[config.mk]
export PLATFORM = sky130hd
export DESIGN_NAME = i2c_txn_seq
export DESIGN_NICKNAME = d
export VERILOG_FILES = /design/src/rtl/i2cseq_pkg.sv /design/src/rtl/i2cseq_cmd_gen.sv /design/src/rtl/i2cseq_wait_timer.sv /design/src/rtl/i2cseq_bus_health.sv /design/src/rtl/i2c_txn_seq.sv
export SDC_FILE = /design/constraint.sdc
export NUM_CORES = 1
export LEC_CHECK = 0
export BUFFER_PORTS_ARGS = -buffer_cell sky130_fd_sc_hd__buf_4
export CORE_MARGIN = 1.5
export CORE_UTILIZATION = 49
export CTS_CLUSTER_DIAMETER = 200
export DETAILED_ROUTE_END_ITERATION = 10
export PLACE_DENSITY = 0.78
export SKIP_LAST_GASP = 1
export SLEW_MARGIN = 10
export SYNTH_ARGS = -nofsm -noshare
export SYNTH_HDL_FRONTEND = slang
export SYNTH_SLANG_ARGS = --single-unit
[constraint.sdc]
create_clock -name clk -period 3.5 [get_ports clk]
set_clock_uncertainty 0.05 [all_clocks]
set_input_delay 0.175 -clock clk [delete_from_list [all_inputs] [get_ports clk]]
set_output_delay 0.175 -clock clk [all_outputs]
set_load 0.1 [all_outputs]
[src/rtl/i2cseq_pkg.sv]
`timescale 1ns/1ps
package i2cseq_pkg;
  localparam int CB_RUN   = 0;
  localparam int CB_START = 1;
  localparam int CB_STOP  = 2;
  localparam int CB_ACK   = 3;
  localparam logic [3:0] CMD_STOP_ONLY = 4'b0100;

  typedef enum logic [1:0] {
    ERR_NONE    = 2'd0,
    ERR_BUS     = 2'd1,
    ERR_TIMEOUT = 2'd2
  } err_e;

  typedef enum logic [2:0] {
    ST_IDLE,
    ST_RECOVER,
    ST_ISSUE,
    ST_WAIT,
    ST_ABORT,
    ST_DRAIN
  } state_e;
endpackage

[src/rtl/i2cseq_cmd_gen.sv]
`timescale 1ns/1ps
module i2cseq_cmd_gen
  import i2cseq_pkg::*;
(
  input  logic       is_read,
  input  logic       with_start,
  input  logic       last_byte,
  input  logic       stop_req,
  input  logic       more_reads,
  output logic [3:0] code
);
  always_comb begin
    code = '0;
    code[CB_RUN]   = 1'b1;
    code[CB_START] = with_start;
    if (is_read) begin
      // final read byte is NACKed by stopping; all others are ACKed
      if (last_byte && stop_req) code[CB_STOP] = 1'b1;
      else                       code[CB_ACK]  = 1'b1;
    end else begin
      code[CB_STOP] = last_byte && stop_req && !more_reads;
    end
  end
endmodule

[src/rtl/i2cseq_wait_timer.sv]
`timescale 1ns/1ps
module i2cseq_wait_timer #(
  parameter int LIMIT = 16
) (
  input  logic clk,
  input  logic rst,
  input  logic clr,
  input  logic en,
  output logic expired
);
  localparam int CW = $clog2(LIMIT + 1);
  localparam logic [CW-1:0] LIM = CW'(LIMIT);

  logic [CW-1:0] cnt;

  always_ff @(posedge clk) begin
    if (rst || clr)            cnt <= '0;
    else if (en && cnt != LIM) cnt <= cnt + 1'b1;
  end

  assign expired = (cnt == LIM);

  AST_CNT_BOUND: assert property (@(posedge clk) disable iff (rst) cnt <= LIM);
endmodule

[src/rtl/i2cseq_bus_health.sv]
`timescale 1ns/1ps
module i2cseq_bus_health #(
  parameter int STAGES = 2
) (
  input  logic clk,
  input  logic rst,
  input  logic scl_line,
  input  logic sda_line,
  input  logic clkto,
  input  logic arblost,
  output logic healthy
);
  logic [STAGES-1:0] scl_s;
  logic [STAGES-1:0] sda_s;

  for (genvar g = 0; g < STAGES; g++) begin : g_sync
    if (g == 0) begin : g_first
      always_ff @(posedge clk) begin
        if (rst) begin
          scl_s[g] <= 1'b1;
          sda_s[g] <= 1'b1;
        end else begin
          scl_s[g] <= scl_line;
          sda_s[g] <= sda_line;
        end
      end
    end else begin : g_next
      always_ff @(posedge clk) begin
        if (rst) begin
          scl_s[g] <= 1'b1;
          sda_s[g] <= 1'b1;
        end else begin
          scl_s[g] <= scl_s[g-1];
          sda_s[g] <= sda_s[g-1];
        end
      end
    end
  end

  always_ff @(posedge clk) begin
    if (rst) healthy <= 1'b1;
    else     healthy <= scl_s[STAGES-1] && sda_s[STAGES-1] && !clkto && !arblost;
  end
endmodule

[src/rtl/i2c_txn_seq.sv]
`timescale 1ns/1ps
module i2c_txn_seq
  import i2cseq_pkg::*;
#(
  parameter int LEN_W       = 4,
  parameter int IDLE_CYC    = 50000,
  parameter int TIMEOUT_CYC = 2500000,
  parameter int SYNC_STAGES = 2
) (
  input  logic             clk,
  input  logic             rst,
  input  logic             req_valid,
  input  logic [6:0]       req_addr,
  input  logic [LEN_W-1:0] req_wr_len,
  input  logic [LEN_W-1:0] req_rd_len,
  input  logic             req_start,
  input  logic             req_stop,
  input  logic [7:0]       wr_byte,
  output logic             wr_pop,
  output logic [7:0]       rd_data,
  output logic             rd_valid,
  output logic             cmd_valid,
  output logic [3:0]       cmd_code,
  output logic [7:0]       cmd_addr,
  output logic [7:0]       cmd_data,
  input  logic             eng_done,
  input  logic [7:0]       eng_rdata,
  input  logic             eng_clkto,
  input  logic             eng_arblost,
  input  logic             eng_err,
  input  logic             scl_line,
  input  logic             sda_line,
  output logic             port_rst,
  output logic             busy,
  output logic             done,
  output logic [1:0]       err_code
);
  localparam logic [LEN_W-1:0] ONE = LEN_W'(1);

  state_e           state;
  logic [6:0]       addr_q;
  logic [LEN_W-1:0] wr_left;
  logic [LEN_W-1:0] rd_left;
  logic             need_start;
  logic             stop_q;
  logic             rd_phase;

  logic             bus_ok;
  logic             idle_exp;
  logic             tx_exp;
  logic [3:0]       next_code;
  logic             last_now;
  logic             fault_seen;

  i2cseq_bus_health #(.STAGES(SYNC_STAGES)) u_health (
    .clk      (clk),
    .rst      (rst),
    .scl_line (scl_line),
    .sda_line (sda_line),
    .clkto    (eng_clkto),
    .arblost  (eng_arblost),
    .healthy  (bus_ok)
  );

  i2cseq_wait_timer #(.LIMIT(IDLE_CYC)) u_idle_tmr (
    .clk     (clk),
    .rst     (rst),
    .clr     (!(state == ST_RECOVER || state == ST_DRAIN)),
    .en      (1'b1),
    .expired (idle_exp)
  );

  i2cseq_wait_timer #(.LIMIT(TIMEOUT_CYC)) u_txn_tmr (
    .clk     (clk),
    .rst     (rst),
    .clr     (state == ST_IDLE),
    .en      (state == ST_ISSUE || state == ST_WAIT),
    .expired (tx_exp)
  );

  assign last_now   = rd_phase ? (rd_left == ONE) : (wr_left == ONE);
  assign fault_seen = eng_clkto || eng_arblost || eng_err;

  i2cseq_cmd_gen u_cmd (
    .is_read    (rd_phase),
    .with_start (need_start),
    .last_byte  (last_now),
    .stop_req   (stop_q),
    .more_reads (rd_left != '0),
    .code       (next_code)
  );

  always_ff @(posedge clk) begin
    if (rst) begin
      state      <= ST_IDLE;
      addr_q     <= '0;
      wr_left    <= '0;
      rd_left    <= '0;
      need_start <= 1'b0;
      stop_q     <= 1'b0;
      rd_phase   <= 1'b0;
      wr_pop     <= 1'b0;
      rd_data    <= '0;
      rd_valid   <= 1'b0;
      cmd_valid  <= 1'b0;
      cmd_code   <= '0;
      cmd_addr   <= '0;
      cmd_data   <= '0;
      port_rst   <= 1'b0;
      busy       <= 1'b0;
      done       <= 1'b0;
      err_code   <= ERR_NONE;
    end else begin
      cmd_valid <= 1'b0;
      wr_pop    <= 1'b0;
      rd_valid  <= 1'b0;
      port_rst  <= 1'b0;
      done      <= 1'b0;
      unique case (state)
        ST_IDLE: begin
          if (req_valid) begin
            addr_q     <= req_addr;
            wr_left    <= req_wr_len;
            rd_left    <= req_rd_len;
            need_start <= req_start;
            stop_q     <= req_stop;
            rd_phase   <= (req_wr_len == '0);
            err_code   <= ERR_NONE;
            if (req_wr_len == '0 && req_rd_len == '0) begin
              done <= 1'b1;
            end else if (req_start && !bus_ok) begin
              busy     <= 1'b1;
              port_rst <= 1'b1;
              state    <= ST_RECOVER;
            end else begin
              busy  <= 1'b1;
              state <= ST_ISSUE;
            end
          end
        end
        ST_RECOVER: begin
          if (idle_exp) state <= ST_ISSUE;
        end
        ST_ISSUE: begin
          cmd_valid  <= 1'b1;
          cmd_code   <= next_code;
          cmd_addr   <= {addr_q, rd_phase};
          need_start <= 1'b0;
          if (rd_phase) begin
            rd_left <= rd_left - ONE;
          end else begin
            cmd_data <= wr_byte;
            wr_pop   <= 1'b1;
            wr_left  <= wr_left - ONE;
            // direction turn: the first read gets a repeated start
            if (wr_left == ONE && rd_left != '0) need_start <= 1'b1;
          end
          state <= ST_WAIT;
        end
        ST_WAIT: begin
          if (tx_exp) begin
            err_code <= ERR_TIMEOUT;
            state    <= ST_ABORT;
          end else if (eng_done) begin
            if (!need_start && fault_seen) begin
              err_code <= ERR_BUS;
              state    <= ST_ABORT;
            end else begin
              if (rd_phase) begin
                rd_data  <= eng_rdata;
                rd_valid <= 1'b1;
              end
              if (!rd_phase && wr_left != '0) begin
                state <= ST_ISSUE;
              end else if (!rd_phase && rd_left != '0) begin
                rd_phase <= 1'b1;
                state    <= ST_ISSUE;
              end else if (rd_phase && rd_left != '0) begin
                state <= ST_ISSUE;
              end else begin
                done  <= 1'b1;
                busy  <= 1'b0;
                state <= ST_IDLE;
              end
            end
          end
        end
        ST_ABORT: begin
          cmd_valid <= 1'b1;
          cmd_code  <= CMD_STOP_ONLY;
          state     <= ST_DRAIN;
        end
        ST_DRAIN: begin
          if (idle_exp) begin
            done  <= 1'b1;
            busy  <= 1'b0;
            state <= ST_IDLE;
          end
        end
        default: state <= ST_IDLE;
      endcase
    end
  end

  AST_WRPOP_WITH_WRITE: assert property (@(posedge clk) disable iff (rst)
    wr_pop |-> (cmd_valid && !cmd_addr[0]));
  AST_ACK_ONLY_READ: assert property (@(posedge clk) disable iff (rst)
    (cmd_valid && cmd_code[CB_ACK]) |-> cmd_addr[0]);
  AST_STOP_ONLY_FORM: assert property (@(posedge clk) disable iff (rst)
    (cmd_valid && !cmd_code[CB_RUN]) |-> (cmd_code == CMD_STOP_ONLY));
  AST_RD_QUIET_CMD: assert property (@(posedge clk) disable iff (rst)
    rd_valid |-> !cmd_valid);
  AST_DONE_IDLE: assert property (@(posedge clk) disable iff (rst)
    done |-> (!busy && !cmd_valid));
  AST_DONE_PULSE: assert property (@(posedge clk) disable iff (rst)
    done |=> !done);
  AST_ERR_STICKY: assert property (@(posedge clk) disable iff (rst)
    (!busy && !req_valid) |=> $stable(err_code));
  AST_RST_NO_CMD: assert property (@(posedge clk) disable iff (rst)
    port_rst |=> !cmd_valid);
endmodule

### Word level (Yosys, flattened, before mapping)

Cells that the tools add are included.

| storage, ports and cells | value |
|---|---|
| register bits after elaboration | 100 |
| input bits | 42 |
| output and inout port bits | 36 |
| logic and storage cells | 176 |

| cells by class | value |
|---|---|
| add/sub/neg operators | 4 |
| equal/unequal tests | 26 |
| mux-type cells | 64 |
| bitwise gates (word level) | 8 |
| reductions and logical operators | 49 |

Operators with widths:

| operator | count |
|---|---|
| $mux 1 | 36 |
| $ne 2x2->1 const B | 12 |
| $pmux 4 s2 | 3 |
| $add 22x1->22 const B | 1 |
| $eq 22x22->1 const B | 1 |
| $ne 22x22->1 const B | 1 |
| $mux 3 | 7 |
| $pmux 3 s6 | 1 |
| $add 16x1->16 const B | 1 |
| $eq 16x16->1 const B | 1 |
| $mux 2 | 8 |
| $mux 4 | 4 |
| $ne 16x16->1 const B | 1 |
| $logic_and 1x1->1 | 13 |
| $reduce_and 10->1 | 1 |
| $reduce_and 5->1 | 2 |
| $eq 4x1->1 const B | 2 |
| $logic_not 4->1 | 2 |
| $not 1->1 | 8 |
| $reduce_bool 4->1 | 2 |
| $sub 4x1->4 const B | 2 |
| $logic_not 1->1 | 7 |
| $reduce_and 7->1 | 1 |
| $eq 3x2->1 const B | 2 |
| other kinds (18) | 32 |

### Depth between registers and ports, before layout

| depth | value |
|---|---|
| depth in word-level cells | 9 |
| depth in mapped cells | 8 |
| mapped depth without buffers | 7 |

### By module

A second synthesis with hierarchy kept.

| second synthesis, totals | value |
|---|---|
| cell total of the unflattened synthesis | 572 |
| area total of the unflattened synthesis | 4779.6 sq um |

Modules (own cells, without submodules):

| module | times used | cells each | area an instance (sq um) | seq. area each (sq um) |
|---|---|---|---|---|
| i2c_txn_seq | 1 | 326 | 2651.3 | 1141.1 |
| i2cseq_wait_timer (u_txn_tmr) | 1 | 131 | 1136.1 | 440.4 |
| i2cseq_wait_timer (u_idle_tmr) | 1 | 97 | 814.5 | 320.3 |
| i2cseq_bus_health | 1 | 11 | 137.6 | 100.1 |
| i2cseq_cmd_gen | 1 | 7 | 40.0 | 0.0 |

### Worst setup path after synthesis

No wires, ideal clock.

| timing | value |
|---|---|
| path kind | register -> register |
| start | register u_txn_tmr.cnt[0] |
| end | register err_code[0] |
| setup time | 72 ps |
| data arrival time | 2032 ps |
| required time | 3378 ps |
| setup slack | 1346 ps |
| stages on the path, launching flop included | 9 |
| path buffers | 1 |
| period minus slack after synthesis | 2154 ps |
| cell sequence | dfxtp_1 > inv_1 > ha_1 > or4b_4 > nor4_4 > nand2_2 > buf_6 > a221oi_2 > mux2i_1 |

| on the way | value |
|---|---|
| word-level cells in the longest chain between the ends | 3 |
| elaborated cells between the ends (all ways) | 6 |
| classes of those cells | eq/ne: 3; mux: 2; reduce/logical: 1 |

RTL lines:

| item | RTL line | RTL |
|---|---|---|
| start, declared | i2cseq_wait_timer.sv:14 | `logic [CW-1:0] cnt;` |
| start signal, assigned | i2cseq_wait_timer.sv:18 | `else if (en && cnt != LIM) cnt <= cnt + 1'b1;` |
| $eq 22x22->1 (*) | i2cseq_wait_timer.sv:21 | `assign expired = (cnt == LIM);` |
| $ne 3x2->1 (no line) (tied with other cells) | -- |  |
| $reduce_and 4->1 (no line) / $pmux 2 s2 (equally long branches) | -- |  |
| end signal, assigned | i2c_txn_seq.sv:112 | `err_code <= ERR_NONE;` |
| end signal, assigned | i2c_txn_seq.sv:128 | `err_code <= ERR_NONE;` |
| end signal, assigned | i2c_txn_seq.sv:162 | `err_code <= ERR_TIMEOUT;` |
| end, declared | i2c_txn_seq.sv:36 | `output logic [1:0] err_code` |

Every way passes the cells marked *; elsewhere a longest branch is shown, timed or not.
A chain may end at the register's enable or synchronous reset.

### Worst setup path after layout

| timing | value |
|---|---|
| start | register state[1] |
| end | register rd_data[2] |

| on the way | value |
|---|---|
| word-level cells in the longest chain between the ends | 2 |

RTL lines:

| item | RTL line | RTL |
|---|---|---|
| start, declared | i2c_txn_seq.sv:40 | `state_e state;` |
| start signal, assigned | i2c_txn_seq.sv:95 | `state <= ST_IDLE;` |
| start signal, assigned | i2c_txn_seq.sv:134 | `state <= ST_RECOVER;` |
| start signal, assigned | i2c_txn_seq.sv:137 | `state <= ST_ISSUE;` |
| $eq 3x2->1 | i2c_txn_seq.sv:119 | `unique case (state)` |
| $reduce_and 5->1 (no line) | -- |  |
| end signal, assigned | i2c_txn_seq.sv:170 | `rd_data <= eng_rdata;` |
| end, declared | i2c_txn_seq.sv:20 | `output logic [7:0] rd_data,` |

Every way passes these cells.

==> Implementation_results.wiki <==
{| class="wikitable"
! Metric !! Value
|-
| Fin. Hold Viols || 0
|-
| Min-Delay Path Class || in2reg
|-
| Portion of the post-synthesis area used by sequential elements || around 44%
|-
| Routed via count || 4,174
|-
| Synth async-reset ratio || 0%
|-
| Layout cell share with drive strength beyond 1 || about a fifth
|-
| Type of destination of the critical path || flop
|-
| Total gr overflow || 0
|-
| Post-layout minimum cycle time || 2675 ps
|-
| Signal arrival time at the worst endpoint || 2850 ps
|-
| Status || completed
|-
| Power density over the cells || between 600 and 700 nW/um^2
|-
| R2r worst-path depth || 4
|-
| Area enclosed by the die boundary || approximately 9900 um^2
|-
| Drt via density || around 5.6
|-
| Final worst path period share || 76.42%
|-
| EDFF count, synth || 0
|-
| Initial DRC Count || ~200
|-
| Wire length of the first global-routing pass || about 19 mm
|-
| Clk sink count || 100
|-
| CTS-repair resized insts || 0
|-
| Maximum operating frequency || 373.9 MHz
|-
| Type of origin of the critical path || flop
|-
| Post-Syn Nets || between 600 and 700
|-
| Synth Register Bits || 100
|-
| RSZ-0062 raised after global routing || false
|-
| Most common flop cell mapped by yosys || sky130_fd_sc_hd__dfxtp_1
|-
| Kind of critical path || reg2reg
|-
| Maximum capacitance violations || 0
|-
| Total length of routed wires || roughly 11 mm
|-
| Library cells used by synthesis || 56
|-
| Most area-consuming cells after synthesis || sky130_fd_sc_hd__dfxtp_1, sky130_fd_sc_hd__nand2_1, sky130_fd_sc_hd__nor2_1
|-
| Final setup violation count || 0
|-
| Leakage dissipation || 2.086 nW
|-
| I/O pin cnt || 78
|-
| Min-Delay Path Depth || 3
|-
| Clock buffer count from CTS || 9
|-
| Yosys top cell area share || 43.84%
|-
| Area delta synth->final || 22.33%
|-
| Flip-flop and latch area || between 2000 and 2500 um^2
|-
| Clock network latency to the later pin of the worst-skew pair || 370 ps
|-
| Maximum number of pins on one net before global-route repair || 69
|-
| Post-synthesis instance area || roughly 4600 um^2
|-
| TritonCTS clock tree || built
|-
| CTS clk-pin slew, worst paths || 100 ps
|-
| Count of yosys warnings during synthesis || 0
|-
| Final Util || about 60%
|-
| Worst Path Max Fanout || 24
|-
| Total GRT Usage || between 20 and 25%
|-
| Final antenna diode count || 0
|-
| Worst ir drop on vdd || about 0.00038 V
|-
| Filler cell count in the final layout || a little under 800
|-
| Antenna violations before repair || 0
|-
| Net total in the final layout || 679
|-
| Root Driver || sky130_fd_sc_hd__clkbuf_8
|-
| Routed wire per std cell || ~15 um
|-
| Count of TritonRoute iterations in the first routing pass || 4
|-
| Antenna Violating Nets Remaining || 0
|-
| Number of max-slew violations in the final report || 0
|-
| Average instance area after synthesis || around 8.3 um^2
|-
| Largest buffer count on any clock path || 2
|-
| Multi-input gate area in the final layout || ~2400 um^2
|-
| Aggregate negative setup slack || 0 ps
|-
| Final weighted congestion in routability-driven placement || about 0.9
|-
| Cell taking the most area after synthesis || sky130_fd_sc_hd__dfxtp_1
|-
| Effective utilization at floorplan || between 40 and 50%
|-
| Port Buf Inserts || 77
|-
| Maximum level of the CTS H-tree || 3
|-
| Core footprint || around 9200 um^2
|-
| Die boundary width || 99.54 um
|-
| Site Rows || 35
|-
| Die H || between 90 and 100 um
|-
| Worst-case headroom to the max-slew limit || just over 30%
|-
| Drt drc || 0
|-
| Actual slew at the worst max-slew pin || roughly 1000 ps
|-
| Synth Instances || around 550
|-
| Via count of the first global-routing pass || roughly 4,200
|-
| WP data required || between 3000 and 4000 ps
|-
| Hold slack || approximately 1.2 ps
|-
| Detailed placer's ending HPWL || ~7.6 mm
|}
-- report_power, final --
part	internal [W]	switching, W
Sequential	0.00125	0.000114
Combinational	0.000366	0.000856
Clock	0.000393	0.000405
Total	0.00201	0.00138
-- layout by cell type (no fill, tap or decap), types with 8 or more instances in the layout --
cell                            Yosys  routed
sky130_fd_sc_hd__dfxtp_1          100     100
sky130_fd_sc_hd__nand2_1           80      80
sky130_fd_sc_hd__buf_4              0      80
sky130_fd_sc_hd__nor2_1            70      70
sky130_fd_sc_hd__a21oi_1           48      48
sky130_fd_sc_hd__xor2_1            20      20
sky130_fd_sc_hd__inv_1             18      18
sky130_fd_sc_hd__o21ai_0           17      17
sky130_fd_sc_hd__dlygate4sd3_1      0      17
sky130_fd_sc_hd__nand4_1           15      15
sky130_fd_sc_hd__nor3_1            13      13
sky130_fd_sc_hd__nand3_1           12      12
sky130_fd_sc_hd__clkbuf_8           0      12
sky130_fd_sc_hd__xnor2_1           11      11
sky130_fd_sc_hd__mux2i_1           10      10
sky130_fd_sc_hd__and3_1             8       8
sky130_fd_sc_hd__ha_1               8       8
-- path summary, 6_finish.rpt --
path | startpoint | endpoint | slack [ps]
hold / removal | req_addr[0] | addr_q[0] | 1
setup reg to reg | state[1] | rd_data[2] | 830
hold reg to reg | u_health.scl_s[0] | u_health.scl_s[1] | 370
setup / recovery | state[1] | rd_data[2] | 830
-- sequential cells by signal, indices dropped and copies added (netlist names), 2 cells and up --
signal          count
err_code            2
rd_data             8
cmd_data            8
state               3
u_health.scl_s      2
rd_left             4
cmd_addr            8
u_health.sda_s      2
cmd_code            4
addr_q              7
u_txn_tmr.cnt      22
u_idle_tmr.cnt     16
wr_left             4
-- area by class of cell --
type,count,share of cell area [%]
Multi-Input combinational cell,403,42.71
Tap cell,111,2.486
Clock inverter,4,1.008
Sequential cell,100,35.83
Timing Repair Buffer,97,13.80
Clock buffer,12,2.956
Inverter,18,1.209
-- worst max-delay path, stage by stage (launching register included) --
cell and delay, ps:
sky130_fd_sc_hd__dfxtp_1 830, sky130_fd_sc_hd__nand3b_1 470, sky130_fd_sc_hd__a2111oi_4 820, sky130_fd_sc_hd__mux2i_1 280, sky130_fd_sc_hd__nor2_1 70
-- cell usage after synthesis, types with 3 or more instances --
cell	n
sky130_fd_sc_hd__clkbuf_1	26
sky130_fd_sc_hd__and3_1	8
sky130_fd_sc_hd__a21oi_1	48
sky130_fd_sc_hd__nor4b_1	3
sky130_fd_sc_hd__and2_1	4
sky130_fd_sc_hd__inv_1	18
sky130_fd_sc_hd__xnor2_1	11
sky130_fd_sc_hd__nor4_1	5
sky130_fd_sc_hd__or4_1	3
sky130_fd_sc_hd__ha_1	8
sky130_fd_sc_hd__nor3b_1	3
sky130_fd_sc_hd__nand2b_1	6
sky130_fd_sc_hd__nand3_1	12
sky130_fd_sc_hd__mux2i_1	10
sky130_fd_sc_hd__buf_2	3
sky130_fd_sc_hd__a311oi_1	3
sky130_fd_sc_hd__o21ai_0	17
sky130_fd_sc_hd__nor3_1	13
sky130_fd_sc_hd__xor2_1	20
sky130_fd_sc_hd__nand4_1	15
sky130_fd_sc_hd__dfxtp_1	100
sky130_fd_sc_hd__or2_2	7
sky130_fd_sc_hd__nor2_1	70
sky130_fd_sc_hd__or3_1	7
sky130_fd_sc_hd__a211oi_1	6
sky130_fd_sc_hd__a31oi_1	3
sky130_fd_sc_hd__nand2_1	80
sky130_fd_sc_hd__nand3b_1	7
-- through the flow --
| stage | area [um^2] | total power, W | cells | setup slack [ps] |
|---|---|---|---|---|
| final | 5587 | 0.003386 | 745 | 825.4 |
| after detailed placement | 5195 | 0.002582 | 712 | 899.2 |
| after global routing | 5587 | 0.003561 | 745 | 630.5 |
| after CTS | 5587 | 0.003387 | 745 | 890.4 |
| after floorplan | 4567 | 0.002294 | 551 | 1346 |
| after global placement | 5195 | 0.002558 | 712 | 1060 |
-- cells by family (layout without fill, tap and decap cells) --
logic type | count (synthesis) | after routing | synth area share [%]
multiplexers | 10 | 10 | 2.192
XOR/XNOR | 31 | 31 | 5.945
flip-flops | 100 | 100 | 43.84
adder cells (fa/ha/maj) | 8 | 8 | 2.192
AO/OA/AOI/OAI | 95 | 95 | 13.12
AND/OR/NAND/NOR | 259 | 259 | 28.52
buffers and inverters | 48 | 131 | 4.191
-- layer usage --
layer,vias up,global-route usage (%),share of wire (%)
met4,0,9.317,2.5
met2,126,40.20,50
li1,2065,-,-
met5,-,0,0
met3,27,4.919,4.6
met1,1956,27.89,43
-- timing repair --
action                    CTS  global route
hold buffers               17             0
hold endpoints to repair   17             0
buffers inserted            0             0
Note: power is estimated with default switching activity, not from simulation.
